File: config.mk
export PLATFORM = sky130hd
export DESIGN_NAME = pad_addr_decoder
export DESIGN_NICKNAME = d
export VERILOG_FILES = /design/src/rtl/pad_pkg.sv /design/src/rtl/pad_align_chk.sv /design/src/rtl/pad_region_dec.sv /design/src/rtl/pad_rsp_reg.sv /design/src/rtl/pad_addr_decoder.sv
export SDC_FILE = /design/constraint.sdc
export NUM_CORES = 1
export LEC_CHECK = 0
export BUFFER_PORTS_ARGS = -buffer_cell sky130_fd_sc_hd__buf_2
export CORE_MARGIN = 3
export CORE_UTILIZATION = 55
export DETAILED_ROUTE_END_ITERATION = 8
export PLACE_DENSITY = 0.92
export SLEW_MARGIN = 20
export SYNTH_ARGS = -nofsm -noshare
export SYNTH_HDL_FRONTEND = slang
export SYNTH_HIERARCHICAL = 1
export SYNTH_SLANG_ARGS = --single-unit
File: constraint.sdc
create_clock -name clk -period 4.9 [get_ports clk]
set_clock_uncertainty 0.05 [all_clocks]
set_input_delay 0.98 -clock clk [delete_from_list [all_inputs] [get_ports clk]]
set_output_delay 0.98 -clock clk [all_outputs]
set_load 0.05 [all_outputs]
File: src/rtl/pad_pkg.sv
package pad_pkg;
  typedef enum logic [1:0] {
    SZ_BYTE = 2'b00,
    SZ_HALF = 2'b01,
    SZ_WORD = 2'b10,
    SZ_WIDE = 2'b11
  } acc_size_e;

  typedef struct packed {
    logic ram;
    logic rom;
    logic con;
  } region_sel_t;
endpackage

File: src/rtl/pad_align_chk.sv
module pad_align_chk
  import pad_pkg::*;
(
  input  logic [1:0] size,
  input  logic [1:0] addr_lsb,
  output logic       misaligned
);
  always_comb begin
    unique case (acc_size_e'(size))
      SZ_BYTE: misaligned = 1'b0;
      SZ_HALF: misaligned = addr_lsb[0];
      default: misaligned = |addr_lsb;
    endcase
  end
endmodule

File: src/rtl/pad_region_dec.sv
module pad_region_dec
  import pad_pkg::*;
#(
  parameter int unsigned   AW     = 32,
  parameter logic [AW-1:0] RAM_LO = '0,
  parameter logic [AW-1:0] RAM_HI = '1,
  parameter logic [AW-1:0] ROM_LO = '0,
  parameter logic [AW-1:0] ROM_HI = '0,
  parameter logic [AW-1:0] CON_LO = '0,
  parameter logic [AW-1:0] CON_HI = '0
) (
  input  logic [AW-1:0] addr,
  input  logic          is_write,
  output region_sel_t   sel,
  output logic [AW-1:0] offset,
  output logic          mapped
);
  logic hit_ram, hit_rom, hit_con;

  assign hit_ram = (addr <= RAM_HI);
  assign hit_rom = (addr >= ROM_LO) && (addr <= ROM_HI);
  assign hit_con = (addr >= CON_LO) && (addr <= CON_HI);

  always_comb begin
    sel    = '0;
    offset = '0;
    mapped = 1'b0;
    if (hit_ram) begin
      sel.ram = 1'b1;
      offset  = addr - RAM_LO;
      mapped  = 1'b1;
    end else if (hit_rom) begin
      // ROM window is read-only: a store here is left unmapped
      if (!is_write) begin
        sel.rom = 1'b1;
        offset  = addr - ROM_LO;
        mapped  = 1'b1;
      end
    end else if (hit_con) begin
      sel.con = 1'b1;
      offset  = addr - CON_LO;
      mapped  = 1'b1;
    end
  end
endmodule

File: src/rtl/pad_rsp_reg.sv
module pad_rsp_reg
  import pad_pkg::*;
#(
  parameter int unsigned AW = 32
) (
  input  logic          clk,
  input  logic          rst_n,
  input  logic          in_valid,
  output logic          in_ready,
  input  region_sel_t   in_sel,
  input  logic [AW-1:0] in_offset,
  input  logic          in_ok,
  input  logic          in_lerr,
  input  logic          in_serr,
  input  logic [AW-1:0] in_bad,
  output logic          out_valid,
  input  logic          out_ready,
  output region_sel_t   out_sel,
  output logic [AW-1:0] out_offset,
  output logic          out_ok,
  output logic          out_lerr,
  output logic          out_serr,
  output logic [AW-1:0] out_bad
);
  assign in_ready = !out_valid || out_ready;

  always_ff @(posedge clk) begin
    if (!rst_n) begin
      out_valid  <= 1'b0;
      out_sel    <= '0;
      out_offset <= '0;
      out_ok     <= 1'b0;
      out_lerr   <= 1'b0;
      out_serr   <= 1'b0;
      out_bad    <= '0;
    end else if (in_ready) begin
      // an empty slot is cleared so result pins read zero when idle
      out_valid  <= in_valid;
      out_sel    <= in_valid ? in_sel    : '0;
      out_offset <= in_valid ? in_offset : '0;
      out_ok     <= in_valid & in_ok;
      out_lerr   <= in_valid & in_lerr;
      out_serr   <= in_valid & in_serr;
      out_bad    <= in_valid ? in_bad    : '0;
    end
  end

  AST_HOLD_STALLED: assert property (@(posedge clk) disable iff (!rst_n)
    out_valid && !out_ready |=> out_valid && $stable(out_sel) && $stable(out_offset)
      && $stable(out_ok) && $stable(out_lerr) && $stable(out_serr) && $stable(out_bad));

  AST_IDLE_QUIET: assert property (@(posedge clk) disable iff (!rst_n)
    !out_valid |-> !out_ok && !out_lerr && !out_serr && out_sel == '0 && out_bad == '0);
endmodule

File: src/rtl/pad_addr_decoder.sv
module pad_addr_decoder
  import pad_pkg::*;
#(
  parameter int unsigned   AW     = 32,
  parameter logic [AW-1:0] RAM_LO = 32'h0000_0000,
  parameter logic [AW-1:0] RAM_HI = 32'h0000_FFFF,
  parameter logic [AW-1:0] ROM_LO = 32'h1FC0_0000,
  parameter logic [AW-1:0] ROM_HI = 32'h1FC0_3FFF,
  parameter logic [AW-1:0] CON_LO = 32'h1F00_0000,
  parameter logic [AW-1:0] CON_HI = 32'h1F00_000F
) (
  input  logic          clk,
  input  logic          rst_n,
  input  logic          req_valid,
  output logic          req_ready,
  input  logic [AW-1:0] req_addr,
  input  logic [1:0]    req_size,
  input  logic          req_write,
  output logic          rsp_valid,
  input  logic          rsp_ready,
  output logic          rsp_sel_ram,
  output logic          rsp_sel_rom,
  output logic          rsp_sel_con,
  output logic [AW-1:0] rsp_offset,
  output logic          rsp_ok,
  output logic          rsp_load_err,
  output logic          rsp_store_err,
  output logic [AW-1:0] rsp_bad_addr
);
  logic          misaligned, mapped, fault;
  region_sel_t   dec_sel, res_sel, out_sel;
  logic [AW-1:0] dec_offset;

  pad_align_chk u_align (
    .size       (req_size),
    .addr_lsb   (req_addr[1:0]),
    .misaligned (misaligned)
  );

  pad_region_dec #(
    .AW(AW), .RAM_LO(RAM_LO), .RAM_HI(RAM_HI), .ROM_LO(ROM_LO),
    .ROM_HI(ROM_HI), .CON_LO(CON_LO), .CON_HI(CON_HI)
  ) u_region (
    .addr     (req_addr),
    .is_write (req_write),
    .sel      (dec_sel),
    .offset   (dec_offset),
    .mapped   (mapped)
  );

  // alignment is judged before any region is touched
  assign fault   = misaligned || !mapped;
  assign res_sel = fault ? '0 : dec_sel;

  pad_rsp_reg #(.AW(AW)) u_rsp (
    .clk        (clk),
    .rst_n      (rst_n),
    .in_valid   (req_valid),
    .in_ready   (req_ready),
    .in_sel     (res_sel),
    .in_offset  (fault ? '0 : dec_offset),
    .in_ok      (!fault),
    .in_lerr    (fault && !req_write),
    .in_serr    (fault && req_write),
    .in_bad     (fault ? req_addr : '0),
    .out_valid  (rsp_valid),
    .out_ready  (rsp_ready),
    .out_sel    (out_sel),
    .out_offset (rsp_offset),
    .out_ok     (rsp_ok),
    .out_lerr   (rsp_load_err),
    .out_serr   (rsp_store_err),
    .out_bad    (rsp_bad_addr)
  );

  assign rsp_sel_ram = out_sel.ram;
  assign rsp_sel_rom = out_sel.rom;
  assign rsp_sel_con = out_sel.con;

  logic req_in_rom;
  assign req_in_rom = (req_addr > RAM_HI) && (req_addr >= ROM_LO) && (req_addr <= ROM_HI);

  AST_ONE_SELECT: assert property (@(posedge clk) disable iff (!rst_n)
    $onehot0({rsp_sel_ram, rsp_sel_rom, rsp_sel_con}));

  AST_OK_MEANS_SELECT: assert property (@(posedge clk) disable iff (!rst_n)
    rsp_valid |-> rsp_ok == ($countones({rsp_sel_ram, rsp_sel_rom, rsp_sel_con}) == 1));

  AST_ERR_EXCLUSIVE: assert property (@(posedge clk) disable iff (!rst_n)
    rsp_valid |-> (rsp_ok ^ (rsp_load_err | rsp_store_err)) && !(rsp_load_err && rsp_store_err));

  AST_ROM_STORE_FAULT: assert property (@(posedge clk) disable iff (!rst_n)
    req_valid && req_ready && req_write && req_in_rom |=> rsp_valid && rsp_store_err && !rsp_sel_rom);

  AST_ACCEPT_RESPONDS: assert property (@(posedge clk) disable iff (!rst_n)
    req_valid && req_ready |=> rsp_valid);
endmodule

==> qor.txt, run 1 <==
outcome = finished, final reports clean
CP endpoint kind = flip-flop
power density over the cells = 252 mW/mm2
CTS root buf = clkbuf_8
Yosys top cell by area = dfxtp_1
CTS hold repair buffers = 0
post-DP HPWL = 7150 um
1st-iter DRT viols = 140
Syn Std Cell Area = 0.00470 mm2
Compound-Gate Fraction of Synth Area = 23.9%
Adder-Cell Fraction of Synth Area = 1.33%
Most used DFF post-synth = dfxtp_1
CTS Buf Count = 9
Final period util = 68.8%
Boundary Pins = 111
share of cells above drive strength 1 = 52.5%
Synth Instances = 484
largest family of logic cells by synthesized area = simple AND/OR/NAND/NOR gates
Detailed Routing Iterations Pass 1 = 4
post-CTS sizing = 0
Post-Route Utilization = 63.9%
VDD IR-drop max = 149 uV
YS warnings = 6
Clock Latency Late Sink = 340 ps
# port buffers = 110
fmax = 297 MHz
via count = 3659
synth unique cells = 46
Area contributors post-synth = dfxtp_1, a21boi_2, nand3_2
most common cell after layout, fill and taps aside = buf_2
antenna violations before repair = 0
Arr. time, crit path = 3590 ps
CTS tree = yes
EDFF count, synth = 0
Fillers = 687
worst rel slew slack = 30.3%
flops & latches, synth = 71
gpl congestion = 0.959
Detail Route Antenna Nets = 0
most frequent cells in the layout = buf_2, a21boi_2, nand2_1, dfxtp_1, nand3_2
Final setup viols = 0
Slew Limit Fails = 0
P_leak = 2.07 nW
Fin. Hold Viols = 0
first-pass GRT wire length = 17200 um
Area Overhead vs Synth = 12.3%
DP Worst Slack = 1260 ps
Total GRT Usage = 21.4%
XOR/XNOR share of the synthesized area = 0.186%
minimum clock period after layout = 3370 ps
# diodes = 0
RSZ-0062 raised after global routing = no
area share of the largest cell type after synthesis = 30.2%
Synth async-reset ratio = 0%
kind of critical path = in2reg
worst hold path class = reg2reg
CP max FO = 42
routed wire length = 10400 um
postcts setup bufs = 0
post-route DRC violation count = 0
die width = 98.4 um
clock sink total = 71
Mean Syn Cell Area = 9.71 um2
die height = 98.4 um
register area share after synthesis = 30.2%
vias in the first global route = 3598
H-tree depth = 3
Slew @ Worst Pin = 1050 ps
mux cell area share after synthesis = 0.479%
total gr overflow = 0
WL/cell = 15.4 um
clk buf depth = 2
Worst-path clk slew = 70 ps
Startpoint Class = input port
vias per inst = 5.42
largest net degree at the start of global routing = 72
Starting Density = 56.9%
layout net count = 609
MaxCap Viol Count = 0
total negative slack = 0 ps
CP required = 5120 ps
Std-Cell Rows = 33
final worst slack = 1530 ps
post-synthesis simple-gate area fraction = 34.9%
Core Region = 0.00826 mm2
die area = 0.00969 mm2
==> area by class of cell <==
class	instances	area, um2	share of cell area, %
Multi-Input combinational cell	362	2870	54.3
Sequential cell	71	1420	26.9
Tap cell	105	131	2.49
Timing Repair Buffer	114	596	11.3
Clock inverter	3	65.1	1.23
Inverter	7	38.8	0.735
Clock buffer	13	159	3.01
==> critical path: stages <==
cell and delay (ps):
buf_2 120, or4_1 550, o31ai_1 290, a32o_2 240, a2bb2oi_4 70, nand2_1 60, nor2b_4 520, buf_12 260
and2_1 180, nand3_2 90, a21boi_2 210
==> through the flow <==
step | total power, mW | instance area [um2] | cells | hold slack, ps
final | 1.33 | 5280 | 675 | 408
after global routing | 1.39 | 5280 | 675 | 417
after CTS | 1.35 | 5280 | 675 | 410
after detailed placement | 0.814 | 5050 | 659 | 399
after global placement | 0.810 | 5050 | 659 | 394
after floorplan | 0.775 | 4710 | 486 | 622
==> state kept, by name, indices dropped and copies added, names as in the netlist <==
signal	cells
u_rsp/out_bad	32
u_rsp/out_offset	32
u_rsp/out_sel	3
u_rsp/out_lerr	1
u_rsp/out_ok	1
u_rsp/out_serr	1
u_rsp/out_valid	1
==> power by group <==
| part | total [mW] | internal [mW] | leakage, nW | switching, mW |
|---|---|---|---|---|
| clock | 0.530 | 0.315 | 0.114 | 0.216 |
| combinational | 0.205 | 0.0676 | 1.38 | 0.137 |
| sequential | 0.596 | 0.590 | 0.577 | 0.00615 |
| total | 1.33 | 0.972 | 2.07 | 0.359 |
==> cells in the mapped netlist (2+ instances only) <==
| library cell | number |
|---|---|
| a21boi_2 | 87 |
| nand2_1 | 74 |
| dfxtp_1 | 71 |
| nand3_2 | 69 |
| and2_1 | 35 |
| nor2b_1 | 33 |
| buf_4 | 14 |
| buf_2 | 12 |
| buf_12 | 7 |
| clkbuf_1 | 7 |
| nor2_1 | 7 |
| inv_1 | 6 |
| ha_1 | 5 |
| nand3_1 | 5 |
| nor3_1 | 4 |
| a21boi_0 | 3 |
| buf_6 | 3 |
| clkbuf_2 | 3 |
| nand4_1 | 3 |
| nor4_1 | 3 |
| o21a_1 | 3 |
| or2_2 | 3 |
| and2b_2 | 2 |
| and3_1 | 2 |
| nor2b_4 | 2 |
==> per-layer routing <==
layer  GRT usage [%]  part of all wire (%)  vias up
met3            4.03                   5.8       13
met1            27.2                    43     1750
met5               0                     0        -
li1                -                     -     1787
met2            36.5                    50      109
met4            7.25                   1.0        0
==> kinds of logic (layout without fill, tap and decap cells) <==
kind of cell             count (synthesis)  after routing
flip-flops                              71             71
AO/OA/AOI/OAI                          103            103
adder cells (fa/ha/maj)                  5              5
XOR/XNOR                                 1              1
buffers and inverters                   53            137
other                                    1              3
AND/OR/NAND/NOR                        249            249
multiplexers                             1              1
==> final timing paths <==
check,startpoint,endpoint,slack [ps],cells after the start
max,req_addr[20],u_rsp/out_offset[13]$_SDFFE_PN0P_,1530,11
min,u_rsp/out_offset[28]$_SDFFE_PN0P_,u_rsp/out_offset[28]$_SDFFE_PN0P_,410,2
min reg2reg,u_rsp/out_offset[28]$_SDFFE_PN0P_,u_rsp/out_offset[28]$_SDFFE_PN0P_,410,2
max reg2reg,u_rsp/out_valid$_SDFFE_PN0P_,u_rsp/out_bad[9]$_SDFFE_PN0P_,3300,4
Note: power is estimated with default switching activity, not from simulation.
==> run 2: changes to the inputs <==
- clock period: 4.9 -> 3.51 ns (I/O delays scaled with it)
==> run 2 against run 1 <==
Compared with the run above:
- final cell count did not move
- die area did not move
- setup slack lost 700 ps
- global-route usage increased by 1.1 points
- worst hold slack is essentially flat
- routed wire length is 3.5% higher
- first-iteration DRC count is 17% higher
- largest cell class unchanged
- largest power group unchanged
- highest routed layer unchanged
==> qor.txt, run 2 (synthesized netlist as in run 1, its figures left out) <==
outcome = finished, final reports clean
postcts setup bufs = 0 (unchanged)
Largest regs = u_rsp/out_bad x32, u_rsp/out_offset x32, u_rsp/out_sel x3
minimum clock period after layout = 2690 ps
vias in the first global route = 3691 (+2.6%)
CP endpoint kind = flip-flop
Detail Route Antenna Nets = 0 (unchanged)
post-CTS sizing = 0 (unchanged)
CP required = 3750 ps (-1370 ps)
Area Overhead vs Synth = 11.5%
# port buffers = 110 (unchanged)
multi-input logic area = 0.00287 mm2 (unchanged)
Slew Limit Fails = 0 (unchanged)
most common cell after layout, fill and taps aside = buf_2
CTS Buf Count = 9 (unchanged)
die height = 98.4 um (unchanged)
Clock Latency Late Sink = 350 ps (about the same)
clock sink total = 71 (unchanged)
layout net count = 610 (+0.16%)
CTS root buf = clkbuf_8
power density over the cells = 333 mW/mm2 (+32%)
VDD IR-drop max = 221 uV (+49%)
CTS tree = yes
Final setup viols = 0 (unchanged)
total power draw = 1.75 mW (+31%)
via count = 3680 (+0.57%)
Std-Cell Rows = 33 (unchanged)
post-DP HPWL = 7360 um (+2.9%)
worst rel slew slack = 29.5% (-0.82 points)
routed wire length = 10800 um (+3.5%)
antenna violations before repair = 0 (unchanged)
share of cells above drive strength 1 = 52.5% (unchanged)
Slew @ Worst Pin = 1060 ps (+12.3 ps)
placed cell area = 0.00506 mm2 (+0.15%)
Detailed Routing Iterations Pass 1 = 4 (unchanged)
CP max FO = 24 (-43%)
largest net degree at the start of global routing = 72 (unchanged)
H-tree depth = 3 (unchanged)
Starting Density = 56.9% (unchanged)
Fillers = 689 (+0.29%)
WL/cell = 16.0 um (+3.5%)
Startpoint Class = input port
worst hold path class = reg2reg
# diodes = 0 (unchanged)
dpl cells = 660 (+0.15%)
WHS Path Cells = 2 (unchanged)
most frequent cells in the layout = buf_2, a21boi_2, nand2_1, dfxtp_1, nand3_2
Worst-path clk slew = 70 ps (about the same)
gpl congestion = 0.855 (-11%)
first-pass GRT wire length = 17900 um (+3.7%)
total gr overflow = 0 (unchanged)
Final period util = 76.5%
MaxCap Viol Count = 0 (unchanged)
Boundary Pins = 111 (unchanged)
die area = 0.00969 mm2 (unchanged)
die width = 98.4 um (unchanged)
1st-iter DRT viols = 164 (+17%)
Post-Route Utilization = 63.5% (-0.45 points)
Reg2Reg Depth = 4 (unchanged)
post-route DRC violation count = 0 (unchanged)
Fin. Hold Viols = 0 (unchanged)
Sequential Area = 0.00142 mm2 (unchanged)
Arr. time, crit path = 2920 ps (-670 ps)
Core Region = 0.00826 mm2 (unchanged)
Total GRT Usage = 22.5% (+1.1 points)
total negative slack = 0 ps (unchanged)
clk buf depth = 2 (unchanged)
fmax = 372 MHz
kind of critical path = in2reg
P_leak = 2.06 nW (-0.92%)
post-route insts no fill = 675 (unchanged)
fin area = 0.00524 mm2 (-0.71%)
CTS hold repair buffers = 0 (unchanged)
vias per inst = 5.45 (+0.57%)
RSZ-0062 raised after global routing = no
run 2: cell count changes in the layout (fill, tap and decap cells not counted), sizes merged:
cell / before / now
bufinv: 2 / 1
clkinvlp: 0 / 1
clkinv: 2 / 3
buf: 114 / 115
clkbuf: 13 / 11
run 2: per-stage QoR:
stage,hold WS (ps),setup WS [ps]
2_1_floorplan,622,797
3_3_place_gp,394,577
3_5_place_dp,401,502
4_1_cts,411,866
5_1_grt,427,672
6_report,409,825
run 2: final cells by class:
type	count	area share (%)
clock buffers	11	2.51
clock inverters	4	0.907
repair buffers	115	11.5
flip-flops and latches	71	27.1
inverters	7	0.740
multi-input cells	362	54.7
well taps	105	2.51
run 2: final timing paths:
check        slack (ps)                                 to                           start
max                 820  u_rsp/out_offset[29]$_SDFFE_PN0P_                    req_addr[20]
min                 410     u_rsp/out_bad[24]$_SDFFE_PN0P_  u_rsp/out_bad[24]$_SDFFE_PN0P_
max reg2reg        1830     u_rsp/out_bad[27]$_SDFFE_PN0P_    u_rsp/out_valid$_SDFFE_PN0P_
min reg2reg         410     u_rsp/out_bad[24]$_SDFFE_PN0P_  u_rsp/out_bad[24]$_SDFFE_PN0P_
run 2: critical path: stages:
cell	delay [ps]
buf_2	120
nor4_1	420
nand4b_1	190
or3_1	410
buf_4	270
a31oi_1	270
or2_2	150
and2_1	130
nand3_2	90
a21boi_2	180
run 2: routing by layer:
layer  global-route usage [%]  part of all wire [%]  wire, um  up-vias
li1                         -                     -         -     1794
met1                     28.0                    42      4570     1752
met2                     38.1                    50      5400      115
met3                     5.38                   5.7       609       19
met4                     7.56                   1.7       187        0
met5                        0                     0         0        -
run 2: power breakdown:
| part | switching (mW) | internal (mW) |
|---|---|---|
| sequential | 0.00934 | 0.824 |
| combinational | 0.192 | 0.0944 |
| clock | 0.304 | 0.323 |
==> run 3: changes to the inputs <==
- clock period: 3.51 -> 2.58 ns (I/O delays scaled with it)
==> run 3 against run 2 <==
Compared with the run above:
- final area increased by 5.3%
- clock power is 95% higher
- count of clock-buffer cells in the layout did not move
- register-to-register slack got worse by 920 ps
- worst hold slack lost 1.9 ps
- via count increased by 3.2%
- setup slack worse by 570 ps
- sequential share of layout area down 1.4 points
- sequential power increased by 36%
- critical path type unchanged
- largest cell class unchanged
- largest power group is now the clock network
==> qor.txt, run 3 (synthesized netlist as in run 1, its figures left out) <==
Crit path max-delay family = simple AND/OR/NAND/NOR gates
Worst-path clk slew = 80 ps (about the same)
Crit path largest cell delay = 550 ps (+130 ps)
Largest regs = u_rsp/out_bad x32, u_rsp/out_offset x32, u_rsp/out_sel x3
Fillers = 640 (-7.1%)
CP endpoint kind = flip-flop
Boundary Pins = 111 (unchanged)
postcts setup bufs = 0 (unchanged)
Slew @ Worst Pin = 740 ps (-318 ps)
post-CTS sizing = 0 (unchanged)
CP required = 2810 ps (-940 ps)
first-pass GRT wire length = 18800 um (+5.3%)
die area = 0.00969 mm2 (unchanged)
die width = 98.4 um (unchanged)
CTS root buf = clkbuf_8
vias in the first global route = 3947 (+6.9%)
CP max FO = 19 (-21%)
WL/cell = 16.2 um (+1.5%)
via count = 3799 (+3.2%)
post-route DRC violation count = 0 (unchanged)
Worst Setup SP = req_addr[20]
power density over the cells = 501 mW/mm2 (+50%)
WP buf/inv = 2 (unchanged)
largest net degree at the start of global routing = 72 (unchanged)
worst rel slew slack = 50.7% (+21 points)
Detailed Routing Iterations Pass 1 = 4 (unchanged)
die height = 98.4 um (unchanged)
Fin. Hold Viols = 0 (unchanged)
gpl congestion = 0.927 (+8.4%)
CTS Buf Count = 9 (unchanged)
worst r2r src = u_rsp/out_valid$_SDFFE_PN0P_
dpl cells = 678 (+2.7%)
1st-iter DRT viols = 202 (+23%)
RSZ-0062 raised after global routing = no
Sequential Area = 0.00142 mm2 (unchanged)
MaxCap Viol Count = 0 (unchanged)
clock sink total = 71 (unchanged)
most common cell after layout, fill and taps aside = buf_2
CTS hold repair buffers = 0 (unchanged)
Core Region = 0.00826 mm2 (unchanged)
post-route insts no fill = 695 (+3.0%)
Starting Density = 56.9% (unchanged)
# port buffers = 110 (unchanged)
Post-Route Utilization = 66.8% (+3.4 points)
share of cells above drive strength 1 = 54.4% (+2.0 points)
multi-input logic area = 0.00287 mm2 (unchanged)
total gr overflow = 0 (unchanged)
Final period util = 90.3%
total power draw = 2.76 mW (+58%)
Critical-path top delay cell = or4_1
CTS tree = yes
Slew Limit Fails = 0 (unchanged)
clk buf depth = 2 (unchanged)
Total GRT Usage = 23.6% (+1.1 points)
minimum clock period after layout = 2330 ps
post-DP HPWL = 7920 um (+7.7%)
fmax = 429 MHz
kind of critical path = in2reg
antenna violations before repair = 0 (unchanged)
placed cell area = 0.00522 mm2 (+3.2%)
layout net count = 629 (+3.1%)
HP Start = u_rsp/out_serr$_SDFFE_PN0P_
Area Overhead vs Synth = 17.5%
worst hold path class = reg2reg
P_leak = 2.21 nW (+7.4%)
Arr. time, crit path = 2560 ps (-360 ps)
H-tree depth = 3 (unchanged)
Clock Latency Late Sink = 340 ps (about the same)
Final setup viols = 0 (unchanged)
fin area = 0.00552 mm2 (+5.3%)
most frequent cells in the layout = buf_2, a21boi_2, nand2_1, dfxtp_1, nand3_2
Startpoint Class = input port
# diodes = 0 (unchanged)
routed wire length = 11300 um (+4.5%)
crit path cell chain = buf_2 -> or4_1 -> nor3_1 -> a32o_2 -> a2bb2oi_4 -> buf_4 -> and2b_2 -> and2_1 -> nand3_2 -> a21boi_2
outcome = finished, final reports clean
vias per inst = 5.47 (+0.26%)
Std-Cell Rows = 33 (unchanged)
VDD IR-drop max = 283 uV (+28%)
Detail Route Antenna Nets = 0 (unchanged)
[run 3: where the power goes]
part	internal [mW]	switching [mW]
Sequential	1.12	0.0122
Clock	0.793	0.429
Combinational	0.140	0.269
[run 3: final timing paths]
kind	end	slack, ps	cells past startpoint
setup / recovery	u_rsp/out_offset[14]$_SDFFE_PN0P_	250	10
hold / removal	u_rsp/out_serr$_SDFFE_PN0P_	410	2
hold reg to reg	u_rsp/out_serr$_SDFFE_PN0P_	410	2
setup reg to reg	u_rsp/out_bad[18]$_SDFFE_PN0P_	910	4
[run 3: final cells by class]
cell class,instances,area share (%)
Clock buffer,11,2.74
Sequential cell,71,25.7
Multi-Input combinational cell,362,51.9
Inverter,7,0.703
Tap cell,105,2.38
Timing Repair Buffer,134,14.2
Clock inverter,5,2.31
[run 3: worst min-delay path: cells and delay by family, from the launching register on]
family	cells	cell delay, ps
compound gates	1	40
flops	1	310
simple gates	1	60
[run 3: through the flow]
stage / TNS [ps] / hold slack, ps / worst slack (ps)
global route: 0 / 425 / 67.9
floorplan: 0 / 620 / 53.1
global placement: -0.219 / 393 / -0.219
finish: 0 / 407 / 250
CTS: 0 / 410 / 278
detailed placement: -1460 / 399 / -62.8
[run 3: layer usage]
metal  vias up  part of all wire [%]  global-route usage (%)  routed length (um)
li1       1828                     -                       -                   -
met4         0                   1.8                    7.67                 204
met3        20                   6.5                    5.94                 737
met1      1814                    41                    28.6                4670
met2       137                    50                    41.0                5650
met5         -                     0                       0                   0
